[src/rtl/rz_tx_pkg.sv]
package rz_tx_pkg;
  localparam int WORD_W = 32;
  localparam int HALF_W = WORD_W / 2;

  typedef enum logic {
    TX_IDLE = 1'b0,
    TX_SEND = 1'b1
  } tx_state_e;
endpackage

[src/rtl/rz_tx_fifo.sv]
module rz_tx_fifo #(
  parameter int DEPTH = 8,
  parameter int WIDTH = 32
) (
  input  logic             clk_i,
  input  logic             rst_ni,
  input  logic             push_i,
  input  logic [WIDTH-1:0] wdata_i,
  input  logic             pop_i,
  output logic [WIDTH-1:0] rdata_o,
  output logic             empty_o,
  output logic             last_o
);
  localparam int PTR_W = (DEPTH > 1) ? $clog2(DEPTH) : 1;
  localparam int CNT_W = $clog2(DEPTH + 1);
  localparam logic [PTR_W-1:0] PTR_MAX = PTR_W'(DEPTH - 1);

  logic [WIDTH-1:0] mem_q [DEPTH];
  logic [PTR_W-1:0] wr_q, rd_q, wr_prev;
  logic [CNT_W-1:0] count_q;
  logic             full, overwrite;

  function automatic logic [PTR_W-1:0] ptr_inc(input logic [PTR_W-1:0] p);
    return (p == PTR_MAX) ? '0 : p + PTR_W'(1);
  endfunction

  assign full      = (count_q == CNT_W'(DEPTH));
  assign overwrite = push_i && full && !pop_i;   // replace newest entry
  assign wr_prev   = (wr_q == '0) ? PTR_MAX : wr_q - PTR_W'(1);
  assign rdata_o   = mem_q[rd_q];
  assign empty_o   = (count_q == '0);
  assign last_o    = (count_q == CNT_W'(1));

  always_ff @(posedge clk_i) begin
    if (push_i) mem_q[overwrite ? wr_prev : wr_q] <= wdata_i;
  end

  always_ff @(posedge clk_i or negedge rst_ni) begin
    if (!rst_ni) begin
      wr_q    <= '0;
      rd_q    <= '0;
      count_q <= '0;
    end else begin
      if (push_i && !overwrite) wr_q <= ptr_inc(wr_q);
      if (pop_i) rd_q <= ptr_inc(rd_q);
      case ({push_i && !overwrite, pop_i})
        2'b10:   count_q <= count_q + CNT_W'(1);
        2'b01:   count_q <= count_q - CNT_W'(1);
        default: count_q <= count_q;
      endcase
    end
  end

  AST_NO_OVERFLOW: assert property (@(posedge clk_i) disable iff (!rst_ni)
    count_q <= CNT_W'(DEPTH));
  AST_NO_POP_EMPTY: assert property (@(posedge clk_i) disable iff (!rst_ni)
    pop_i |-> count_q != '0);
endmodule

[src/rtl/rz_tx_timebase.sv]
module rz_tx_timebase #(
  parameter int HI_DIV = 10,
  parameter int LO_DIV = 80
) (
  input  logic clk_i,
  input  logic rst_ni,
  input  logic slow_rate_i,
  output logic tick_o,
  output logic first_half_o
);
  localparam int MAX_DIV = (LO_DIV > HI_DIV) ? LO_DIV : HI_DIV;
  localparam int CNT_W   = $clog2(MAX_DIV);

  logic [CNT_W-1:0] cnt_q, div_m1, half;

  assign div_m1       = slow_rate_i ? CNT_W'(LO_DIV - 1) : CNT_W'(HI_DIV - 1);
  assign half         = slow_rate_i ? CNT_W'(LO_DIV / 2) : CNT_W'(HI_DIV / 2);
  assign tick_o       = (cnt_q >= div_m1);     // last cycle of a bit time
  assign first_half_o = (cnt_q < half);

  always_ff @(posedge clk_i or negedge rst_ni) begin
    if (!rst_ni)     cnt_q <= '0;
    else if (tick_o) cnt_q <= '0;
    else             cnt_q <= cnt_q + CNT_W'(1);
  end
endmodule

[src/rtl/rz_tx_serializer.sv]
module rz_tx_serializer
  import rz_tx_pkg::*;
#(
  parameter int WORD_W    = 32,
  parameter int SHORT_LEN = 25,
  parameter int GAP_BITS  = 4
) (
  input  logic              clk_i,
  input  logic              rst_ni,
  input  logic              tick_i,
  input  logic              first_half_i,
  input  logic              tx_en_i,
  input  logic              avail_i,
  input  logic [WORD_W-1:0] word_i,
  input  logic              short_word_i,
  input  logic              par_en_i,
  input  logic              par_force_i,
  input  logic              par_even_i,
  output logic              pop_o,
  output logic              rail_a_o,
  output logic              rail_b_o
);
  localparam int IDX_W = $clog2(WORD_W);
  localparam int GAP_W = $clog2(GAP_BITS + 1);
  localparam logic [IDX_W-1:0] LONG_M1  = IDX_W'(WORD_W - 1);
  localparam logic [IDX_W-1:0] SHORT_M1 = IDX_W'(SHORT_LEN - 1);
  localparam logic [GAP_W-1:0] GAP_FULL = GAP_W'(GAP_BITS);
  localparam logic [GAP_W-1:0] GAP_LAST = GAP_W'(GAP_BITS - 1);

  tx_state_e         state_q;
  logic [IDX_W-1:0]  idx_q, len_m1;
  logic [GAP_W-1:0]  gap_q;
  logic [WORD_W-1:0] sh_q, data_mask, composed;
  logic              par, fin_bit, start, last;

  always_comb begin
    len_m1    = short_word_i ? SHORT_M1 : LONG_M1;
    data_mask = (WORD_W'(1) << len_m1) - WORD_W'(1);
    par       = ^(word_i & data_mask);
    fin_bit   = (par_force_i || par_en_i) ? (par_even_i ? par : ~par) : word_i[len_m1];
    composed  = (word_i & data_mask) | (WORD_W'(fin_bit) << len_m1);
  end

  // a word may start only once the last null bit of the gap ends
  assign start    = tick_i && (state_q == TX_IDLE) && (gap_q >= GAP_LAST) && tx_en_i && avail_i;
  assign last     = (state_q == TX_SEND) && (idx_q == len_m1);
  assign pop_o    = tick_i && last;
  assign rail_a_o = (state_q == TX_SEND) && first_half_i && sh_q[0];
  assign rail_b_o = (state_q == TX_SEND) && first_half_i && !sh_q[0];

  always_ff @(posedge clk_i or negedge rst_ni) begin
    if (!rst_ni) begin
      state_q <= TX_IDLE;
      idx_q   <= '0;
      gap_q   <= '0;
      sh_q    <= '0;
    end else if (tick_i) begin
      if (state_q == TX_IDLE) begin
        if (gap_q != GAP_FULL) gap_q <= gap_q + GAP_W'(1);
        if (start) begin
          state_q <= TX_SEND;
          idx_q   <= '0;
          sh_q    <= composed;
        end
      end else if (last) begin
        state_q <= TX_IDLE;
        gap_q   <= '0;
      end else begin
        idx_q <= idx_q + IDX_W'(1);
        sh_q  <= sh_q >> 1;
      end
    end
  end

  AST_LEN_STABLE: assert property (@(posedge clk_i) disable iff (!rst_ni)
    (state_q == TX_SEND && $past(state_q == TX_SEND)) |-> $stable(short_word_i));
endmodule

[src/rtl/rz_word_tx.sv]
module rz_word_tx
  import rz_tx_pkg::*;
#(
  parameter int DEPTH     = 8,
  parameter int HI_DIV    = 10,
  parameter int LO_DIV    = 80,
  parameter int GAP_BITS  = 4,
  parameter int SHORT_LEN = 25
) (
  input  logic              clk_i,
  input  logic              rst_ni,
  input  logic [HALF_W-1:0] data_i,
  input  logic              load_lo_i,
  input  logic              load_hi_i,
  input  logic              tx_en_i,
  input  logic              short_word_i,
  input  logic              slow_rate_i,
  input  logic              par_even_i,
  input  logic              par_en_i,
  input  logic              par_force_i,
  output logic              rail_a_o,
  output logic              rail_b_o,
  output logic              bit_clk_o,
  output logic              ready_o
);
  logic [HALF_W-1:0] lo_q;
  logic              lo_vld_q, ready_q, short_q, slow_q;
  logic              lo_cap, push, pop, empty, last_entry, tick, first_half;
  logic [WORD_W-1:0] head;

  assign lo_cap = load_lo_i && !tx_en_i;
  assign push   = load_hi_i && lo_vld_q && !tx_en_i;

  always_ff @(posedge clk_i or negedge rst_ni) begin
    if (!rst_ni) begin
      lo_q     <= '0;
      lo_vld_q <= 1'b0;
      ready_q  <= 1'b1;
      short_q  <= 1'b0;
      slow_q   <= 1'b0;
    end else begin
      if (lo_cap) begin
        lo_q     <= data_i;
        lo_vld_q <= 1'b1;
      end else if (push) begin
        lo_vld_q <= 1'b0;
      end
      if (push)                    ready_q <= 1'b0;
      else if (pop && last_entry)  ready_q <= 1'b1;
      // line format follows the inputs only while nothing is queued
      if (ready_q) begin
        short_q <= short_word_i;
        slow_q  <= slow_rate_i;
      end
    end
  end

  rz_tx_fifo #(.DEPTH(DEPTH), .WIDTH(WORD_W)) u_fifo (
    .clk_i   (clk_i),
    .rst_ni  (rst_ni),
    .push_i  (push),
    .wdata_i ({data_i, lo_q}),
    .pop_i   (pop),
    .rdata_o (head),
    .empty_o (empty),
    .last_o  (last_entry)
  );

  rz_tx_timebase #(.HI_DIV(HI_DIV), .LO_DIV(LO_DIV)) u_timebase (
    .clk_i        (clk_i),
    .rst_ni       (rst_ni),
    .slow_rate_i  (slow_q),
    .tick_o       (tick),
    .first_half_o (first_half)
  );

  rz_tx_serializer #(.WORD_W(WORD_W), .SHORT_LEN(SHORT_LEN), .GAP_BITS(GAP_BITS)) u_ser (
    .clk_i        (clk_i),
    .rst_ni       (rst_ni),
    .tick_i       (tick),
    .first_half_i (first_half),
    .tx_en_i      (tx_en_i),
    .avail_i      (!empty),
    .word_i       (head),
    .short_word_i (short_q),
    .par_en_i     (par_en_i),
    .par_force_i  (par_force_i),
    .par_even_i   (par_even_i),
    .pop_o        (pop),
    .rail_a_o     (rail_a_o),
    .rail_b_o     (rail_b_o)
  );

  assign bit_clk_o = first_half;
  assign ready_o   = ready_q;

  AST_RAILS_EXCLUSIVE: assert property (@(posedge clk_i) disable iff (!rst_ni)
    !(rail_a_o && rail_b_o));
  AST_RAIL_IN_CLK_HIGH: assert property (@(posedge clk_i) disable iff (!rst_ni)
    (rail_a_o || rail_b_o) |-> bit_clk_o);
  AST_READY_IS_EMPTY: assert property (@(posedge clk_i) disable iff (!rst_ni)
    ready_q == empty);
  AST_NO_LOAD_WHILE_EN: assert property (@(posedge clk_i) disable iff (!rst_ni)
    $fell(ready_q) |-> !$past(tx_en_i));
endmodule

[config.mk]
export PLATFORM = sky130hd
export DESIGN_NAME = rz_word_tx
export DESIGN_NICKNAME = d
export VERILOG_FILES = /design/src/rtl/rz_tx_pkg.sv /design/src/rtl/rz_tx_fifo.sv /design/src/rtl/rz_tx_timebase.sv /design/src/rtl/rz_tx_serializer.sv /design/src/rtl/rz_word_tx.sv
export SDC_FILE = /design/constraint.sdc
export NUM_CORES = 1
export LEC_CHECK = 0
export BUFFER_PORTS_ARGS = -buffer_cell sky130_fd_sc_hd__buf_2
export CAP_MARGIN = 20
export CORE_UTILIZATION = 59
export CTS_BUF_LIST = sky130_fd_sc_hd__clkbuf_4 sky130_fd_sc_hd__clkbuf_8
export DETAILED_ROUTE_END_ITERATION = 6
export GPL_TIMING_DRIVEN = 0
export PLACE_DENSITY = 0.79
export RECOVER_POWER = 25
export SLEW_MARGIN = 20
export SYNTH_ARGS = -nofsm -noshare
export SYNTH_HDL_FRONTEND = slang
export SYNTH_SLANG_ARGS = --single-unit
export TNS_END_PERCENT = 5
[constraint.sdc]
create_clock -name clk_i -period 4.8 [get_ports clk_i]
set_clock_uncertainty 0.15 [all_clocks]
set_input_delay 0.24 -clock clk_i [delete_from_list [all_inputs] [get_ports clk_i]]
set_output_delay 0.24 -clock clk_i [all_outputs]
set_load 0.02 [all_outputs]
==> results of run 1 <==
## per-stage QoR
step	power, uW	area [sq um]	setup WS [ns]
finish	7540	16000	0.320
detailed placement	5270	14800	0.244
floorplan	4780	14000	0.0175
global placement	5150	14500	-1.70
CTS	7540	16000	0.215
global route	7880	16000	0.0251
## metal layers
layer	vias to the layer above	global-route usage, %
li1	3557	-
met1	4034	36.4
met2	369	41.8
met3	68	5.22
met4	0	8.36
met5	-	0
## report_power, final
| part | leakage (uW) | internal [uW] | switching [uW] |
|---|---|---|---|
| Clock | 0.000540 | 1220 | 1060 |
| Sequential | 0.00327 | 3510 | 262 |
| Combinational | 0.00191 | 621 | 870 |
| Total | 0.00572 | 5350 | 2190 |
## layout by cell type, fill, tap and decap left out, types with 8 or more instances in the layout
master,count
a31oi_1,13
clkinv_1,8
clkbuf_4,21
ha_1,21
buf_2,22
nand2b_1,15
inv_1,9
a221oi_1,10
clkbuf_1,34
nor2_1,64
edfxtp_1,256
xor2_1,12
a22oi_1,12
mux2_2,21
nand3_1,8
mux4_2,43
nand2_1,60
xnor2_1,23
clkbuf_8,55
buf_12,10
dfrtp_1,77
a21oi_1,30
mux2i_1,49
dlygate4sd3_1,23
o21ai_0,34
buf_4,9
## area by class of cell
| type | instances | area [sq um] | area share (%) |
|---|---|---|---|
| Multi-Input combinational cell | 481 | 4070 | 25.4 |
| Buffer | 44 | 274 | 1.71 |
| Clock inverter | 17 | 92.6 | 0.577 |
| Sequential cell | 334 | 9640 | 60.1 |
| Tap cell | 313 | 392 | 2.44 |
| Inverter | 10 | 37.5 | 0.234 |
| Timing Repair Buffer | 65 | 612 | 3.82 |
| Clock buffer | 76 | 915 | 5.70 |
## final timing paths
path                                            endpoint  slack, ns                       start
hold / removal                u_fifo.wr_q[1]$_DFFE_PN0P_       0.11                   load_hi_i
hold reg to reg               u_ser.sh_q[29]$_DFFE_PN0P_       0.33  u_ser.sh_q[29]$_DFFE_PN0P_
setup reg to reg            u_fifo.mem_q[6][7]$_DFFE_PP_       0.32          slow_q$_DFFE_PN0P_
setup / recovery            u_fifo.mem_q[6][7]$_DFFE_PP_       0.32          slow_q$_DFFE_PN0P_
max in group asynchronous           lo_q[14]$_DFFE_PN0P_       2.81                      rst_ni
min in group asynchronous  u_fifo.count_q[2]$_DFFE_PN0P_       0.58                      rst_ni
## critical path, cell delays in order (launching register included)
cell	delay (ns)
dfrtp_1	0.38
inv_1	0.13
ha_1	0.30
a21o_1	0.10
a21o_1	0.11
a211o_1	0.14
a21o_1	0.11
clkbuf_1	0.33
and3_1	0.21
buf_2	0.25
or2_1	0.14
clkbuf_1	0.27
o21ai_0	0.19
nand2b_1	0.37
nor2_4	0.74
buf_16	0.24
## state kept, by name, indices dropped and copies added, names as in the netlist
| signal | flops |
|---|---|
| lo_q | 16 |
| lo_vld_q | 1 |
| ready_o | 1 |
| short_q | 1 |
| slow_q | 1 |
| u_fifo.count_q | 4 |
| u_fifo.mem_q | 256 |
| u_fifo.rd_q | 3 |
| u_fifo.wr_q | 3 |
| u_ser.gap_q | 3 |
| u_ser.idx_q | 5 |
| u_ser.sh_q | 32 |
| u_ser.state_q | 1 |
| u_timebase.cnt_q | 7 |
## cells by family (layout without fill, tap and decap cells)
logic type      count (synthesis)  in the layout
fa+ha+maj                      21             21
buf+inv                        54            212
flops                         334            334
simple gates                  180            180
xor+xnor                       39             39
mux                           116            116
compound gates                125            125
## synth_stat cells, drive strengths merged, types with 8 or more instances
cell    count  area [sq um]
edfxtp    256          7690
dfrtp      77          1930
nor2       70           263
nand2      61           229
mux2i      49           490
mux4       46          1050
o21ai      40           204
a21oi      30           150
buf        27           210
xnor2      24           218
ha         21           263
mux2       21           236
clkbuf     17          63.8
nand2b     15          93.8
a31oi      13          81.3
a22oi      12          90.1
xor2       12           105
a221oi     10          87.6
inv        10          37.5
nand3       8          40.0
## timing repair
| action | CTS | global route |
|---|---|---|
| resized for setup | 0 | 1 |
| endpoints found under the setup margin | 0 | 42 |
| endpoints found under the hold margin | 227 | 0 |
| buffers inserted | 0 | 4 |
| hold buffers | 23 | 0 |
==> out/metrics.cfg, run 1 <==
[detailed_routing]
drt_iter0_drc=772
wl_met1_mm=12.5
routed-wl-met3_mm=2.66
ant_nets=0
dr.pass1.iters=6
top_layer_used=met4
vias_per_cell=5.99
wire_per_inst_microns=22.7
dr_total_vias=8028
drc=0
dr_wl_met2_mm=14.6
totalWireLength_mm=30.4

[cts]
numCtsBuffers=51
cts_tree=done
clk_pin_slew_ns=0.06
h-tree-depth=2
clk_latency_ns=0.59
cts_buffer_depth=3
cts.sinks=334
clock-root-buffer=clkbuf_8

[worst_hold_path]
whs_path_depth=5
hold_path.class=in2reg

[timing]
max-slew-margin-rel_pct=-27.2
setup_viol=0
tightest_slew_ns=1.91
period_share_pct=93.3
min_period_ns=4.48
final-hold-violation-count=0
slew_violations=28
rsz0062_at_grt=no
fmax_ghz=0.223
setup_tns_ns=0
timing.hold.ws_ns=0.109

[yosys]
async_flop_share_pct=23.4
syn_nets=916
syn_inst=869
synth.cell_area_sq_mm=0.0140
synth_simple_gate_area_share_pct=5.72
synthXorXnorAreaFrac_pct=2.80
synthMuxAreaShare_pct=12.7
seq_area_frac_synth_pct=69.0
synth_top_family_by_area=multiplexers
synth_compound_area_share_pct=5.61
synthFlopType=edfxtp_1
synthAdderAreaFrac_pct=1.88
syn_avg_cell_area_sq_um=16.1
synth_cell_types=51
ys_warn_count=0
synth-seq-cells=334
synth-edff-count=256

[grt]
overflow=0
antenna_found_initial=0
grt_pass1_wl_mm=46.3
grt_pass1_vias=8082
grt_max_degree=52
track_usage_pct=26.1

[floorplanning]
ioPinCount=30
start_util_pct=60.9
placementRows=55
die_y_microns=156
die_w_microns=156
dieArea_sq_mm=0.0243
core_sq_mm=0.0229

[pwr]
power.leakage_uw=0.00572
vdd_drop_max_mv=0.221
power_density_mw_per_mm2=470

[setup_path]
startpoint_type=flip-flop
crit_arrival_ns=4.62
crit_type=reg2reg
required_ns=4.94
cp_max_fo=18
crit_path_end_kind=flip-flop
rr_worst_depth=15

[finish]
diodes=0
drive_above_1_share_pct=21.0
final_util_pct=70.0
syn_to_final_growth_pct=14.8
nFillCells=1466
fin_cells=1340
num-nets-final=1034

[outcome]
status=complete, but fails checks
violations=max-capacitance violations, max-slew violations

[place]
dp_cells=1220
gp_congestion=0.834
port_buffers=29
place_hpwl_mm=19.4

[job]
cap_viol_max_count=1

(Power assumes the default switching activity.)
==> inputs of run 2 (changes only) <==
--- a/config.mk
+++ b/config.mk
@@ -7,11 +7,13 @@
 export LEC_CHECK = 0
 export BUFFER_PORTS_ARGS = -buffer_cell sky130_fd_sc_hd__buf_2
 export CAP_MARGIN = 20
-export CORE_UTILIZATION = 59
+export CELL_PAD_IN_SITES_DETAIL_PLACEMENT = 1
+export CELL_PAD_IN_SITES_GLOBAL_PLACEMENT = 1
+export CORE_UTILIZATION = 60
 export CTS_BUF_LIST = sky130_fd_sc_hd__clkbuf_4 sky130_fd_sc_hd__clkbuf_8
 export DETAILED_ROUTE_END_ITERATION = 6
 export GPL_TIMING_DRIVEN = 0
-export PLACE_DENSITY = 0.79
+export PLACE_DENSITY_LB_ADDON = 0.1
 export RECOVER_POWER = 25
 export SLEW_MARGIN = 20
 export SYNTH_ARGS = -nofsm -noshare
==> constraint.sdc (replaced) <==
create_clock -name clk_i -period 5.3 [get_ports clk_i]
set_clock_uncertainty 0.15 [all_clocks]
set_input_delay 0.265 -clock clk_i [delete_from_list [all_inputs] [get_ports clk_i]]
set_output_delay 0.265 -clock clk_i [all_outputs]
set_load 0.02 [all_outputs]
==> out/metrics.cfg, run 2 (synthesis gave the netlist of run 1 again) <==
[floorplanning]
die_w_microns=155  ; -0.83%
placementRows=55  ; unchanged
dieArea_sq_mm=0.0239  ; -1.6%
start_util_pct=61.5  ; +0.55 points
ioPinCount=30  ; unchanged
die_y_microns=155  ; -0.83%
core_sq_mm=0.0227  ; -0.90%

[place]
placed_area_sq_mm=0.0148  ; about the same
place_hpwl_mm=23.4  ; +20%
gp_congestion=0.839  ; +0.68%
port_buffers=29  ; unchanged
dp_cells=1194  ; -2.1%
post-place-ws_ns=0.557  ; +0.314 ns

[worst_hold_path]
hold_path.class=in2reg

[detailed_routing]
ant_nets=0  ; unchanged
vias_per_cell=6.35  ; +6.0%
dr_total_vias=8373  ; +4.3%
drt_iter0_drc=686  ; -11%
totalWireLength_mm=35.8  ; +18%
wire_per_inst_microns=27.1  ; +20%
drc=0  ; unchanged
dr.pass1.iters=5  ; -1

[grt]
grt_pass1_wl_mm=54.7  ; +18%
track_usage_pct=31.6  ; +5.5 points
overflow=0  ; unchanged
grt_pass1_vias=9038  ; +12%
grt_max_degree=48  ; -7.7%
antenna_found_initial=0  ; unchanged

[setup_path]
r2r_slack_ns=0.52  ; +0.20 ns
cp_max_fo=17  ; -1
startpoint_type=flip-flop
crit_path_end_kind=flip-flop
crit_type=reg2reg
required_ns=5.42  ; +0.48 ns
crit_arrival_ns=4.90  ; +0.28 ns

[timing]
min_period_ns=4.78  ; +0.298 ns
final-hold-violation-count=0  ; unchanged
period_share_pct=90.2  ; -3.2 points
rsz0062_at_grt=no
postLayoutSetupSlackWorst_ns=0.521  ; +0.202 ns
max-slew-margin-rel_pct=-45.5  ; -18 points
timing.hold.ws_ns=0.0617  ; -0.0470 ns
setup_viol=0  ; unchanged
fmax_ghz=0.209  ; -6.2%
slew_violations=32  ; +14%
tightest_slew_ns=2.18  ; +0.274 ns

[cts]
cts.sinks=334  ; unchanged
cts_setup_buffers=0  ; unchanged
numCtsBuffers=54  ; +5.9%
clk_pin_slew_ns=0.06  ; about the same
cts_tree=done
cts_buffer_depth=3  ; unchanged
clock-root-buffer=clkbuf_8
h-tree-depth=2  ; unchanged
clk_latency_ns=0.58  ; about the same

[finish]
largest_register=u_fifo.mem_q
final_common_cell=edfxtp_1
fin_cells=1319  ; -1.6%
num-nets-final=1035  ; +0.097%
top_regs=u_fifo.mem_q x256, u_ser.sh_q x32, lo_q x16
diodes=0  ; unchanged
largest_reg_flops=256  ; unchanged
fin_area_sq_mm=0.0161  ; +0.38%
layout_common_cells=edfxtp_1, dfrtp_1, nor2_1, nand2_1, clkbuf_8
final_util_pct=70.9  ; +0.91 points
drive_above_1_share_pct=21.6  ; +0.53 points
syn_to_final_growth_pct=15.3

[pwr]
power.leakage_uw=0.00578  ; +1.0%
power_density_mw_per_mm2=442  ; -6.1%
vdd_drop_max_mv=0.254  ; +15%

[outcome]
status=complete, but fails checks
violations=max-capacitance violations, max-slew violations

[job]
cap_viol_max_count=1  ; unchanged

==> run 2: cell count changes in the layout (fill, tap and decap cells not counted), moves of 2 or more <==
cell,before,now
clkbuf_4,21,28
buf_12,10,6
clkbuf_8,55,58
buf_16,3,5
buf_4,9,7
buf_8,0,2
==> run 2: final timing paths <==
path | startpoint | to | depth (start not counted)
max in group asynchronous | rst_ni | u_ser.gap_q[0]$_DFFE_PN0P_ | 2
worst min register to register | u_ser.sh_q[28]$_DFFE_PN0P_ | u_ser.sh_q[28]$_DFFE_PN0P_ | 2
worst min-delay path | par_en_i | u_ser.sh_q[31]$_DFFE_PN0P_ | 5
worst max register to register | slow_q$_DFFE_PN0P_ | u_fifo.mem_q[5][25]$_DFFE_PP_ | 15
worst max-delay path | slow_q$_DFFE_PN0P_ | u_fifo.mem_q[5][25]$_DFFE_PP_ | 15
min in group asynchronous | rst_ni | u_fifo.count_q[1]$_DFFE_PN0P_ | 2
==> run 2: metrics by stage <==
| step | setup TNS [ns] | total power (uW) |
|---|---|---|
| floorplan | 0 | 4330 |
| global placement | -312.63 | 4670 |
| detailed placement | 0 | 4860 |
| CTS | 0 | 7120 |
| global route | 0 | 7400 |
| finish | 0 | 7110 |
==> run 2: cell type report <==
| cell class | instances | area, sq um |
|---|---|---|
| clock buffer | 86 | 1010 |
| buffer | 44 | 274 |
| clock inverter | 16 | 108 |
| tap | 285 | 357 |
| inverter | 10 | 37.5 |
| sequential | 334 | 9640 |
| timing repair buffer | 63 | 602 |
| fill | 2009 | 6610 |
| multi-input combinational | 481 | 4070 |
==> run 2: layer usage <==
layer,GRT usage (%),share of wire (%)
met5,0,0
met3,4.74,6.0
met1,42.0,40
met2,52.7,50
met4,13.6,3.6
==> run 2: critical path: stages, from the launching register on <==
cell and delay (ns):
dfrtp_1 0.40, inv_1 0.19, ha_1 0.27, a21o_1 0.18, a21o_1 0.17, a211o_1 0.30, a21o_1 0.18, clkbuf_1 0.21
and3_1 0.22, buf_2 0.18, or2_1 0.24, clkbuf_1 0.20, o21ai_0 0.29, nand2_1 0.29, nor2_4 0.73, buf_16 0.25
==> run 2: power by group <==
| part | switching [uW] | total (uW) | internal, uW |
|---|---|---|---|
| clock | 998 | 2260 | 1260 |
| combinational | 860 | 1420 | 564 |
| sequential | 254 | 3430 | 3170 |
| total | 2110 | 7110 | 5000 |
==> run 2: repair_timing <==
item	4_1_cts	5_1_grt
hold endpoints to repair	227	0
hold buffers	23	0
setup endpoints to repair	0	0
resized for setup	0	0
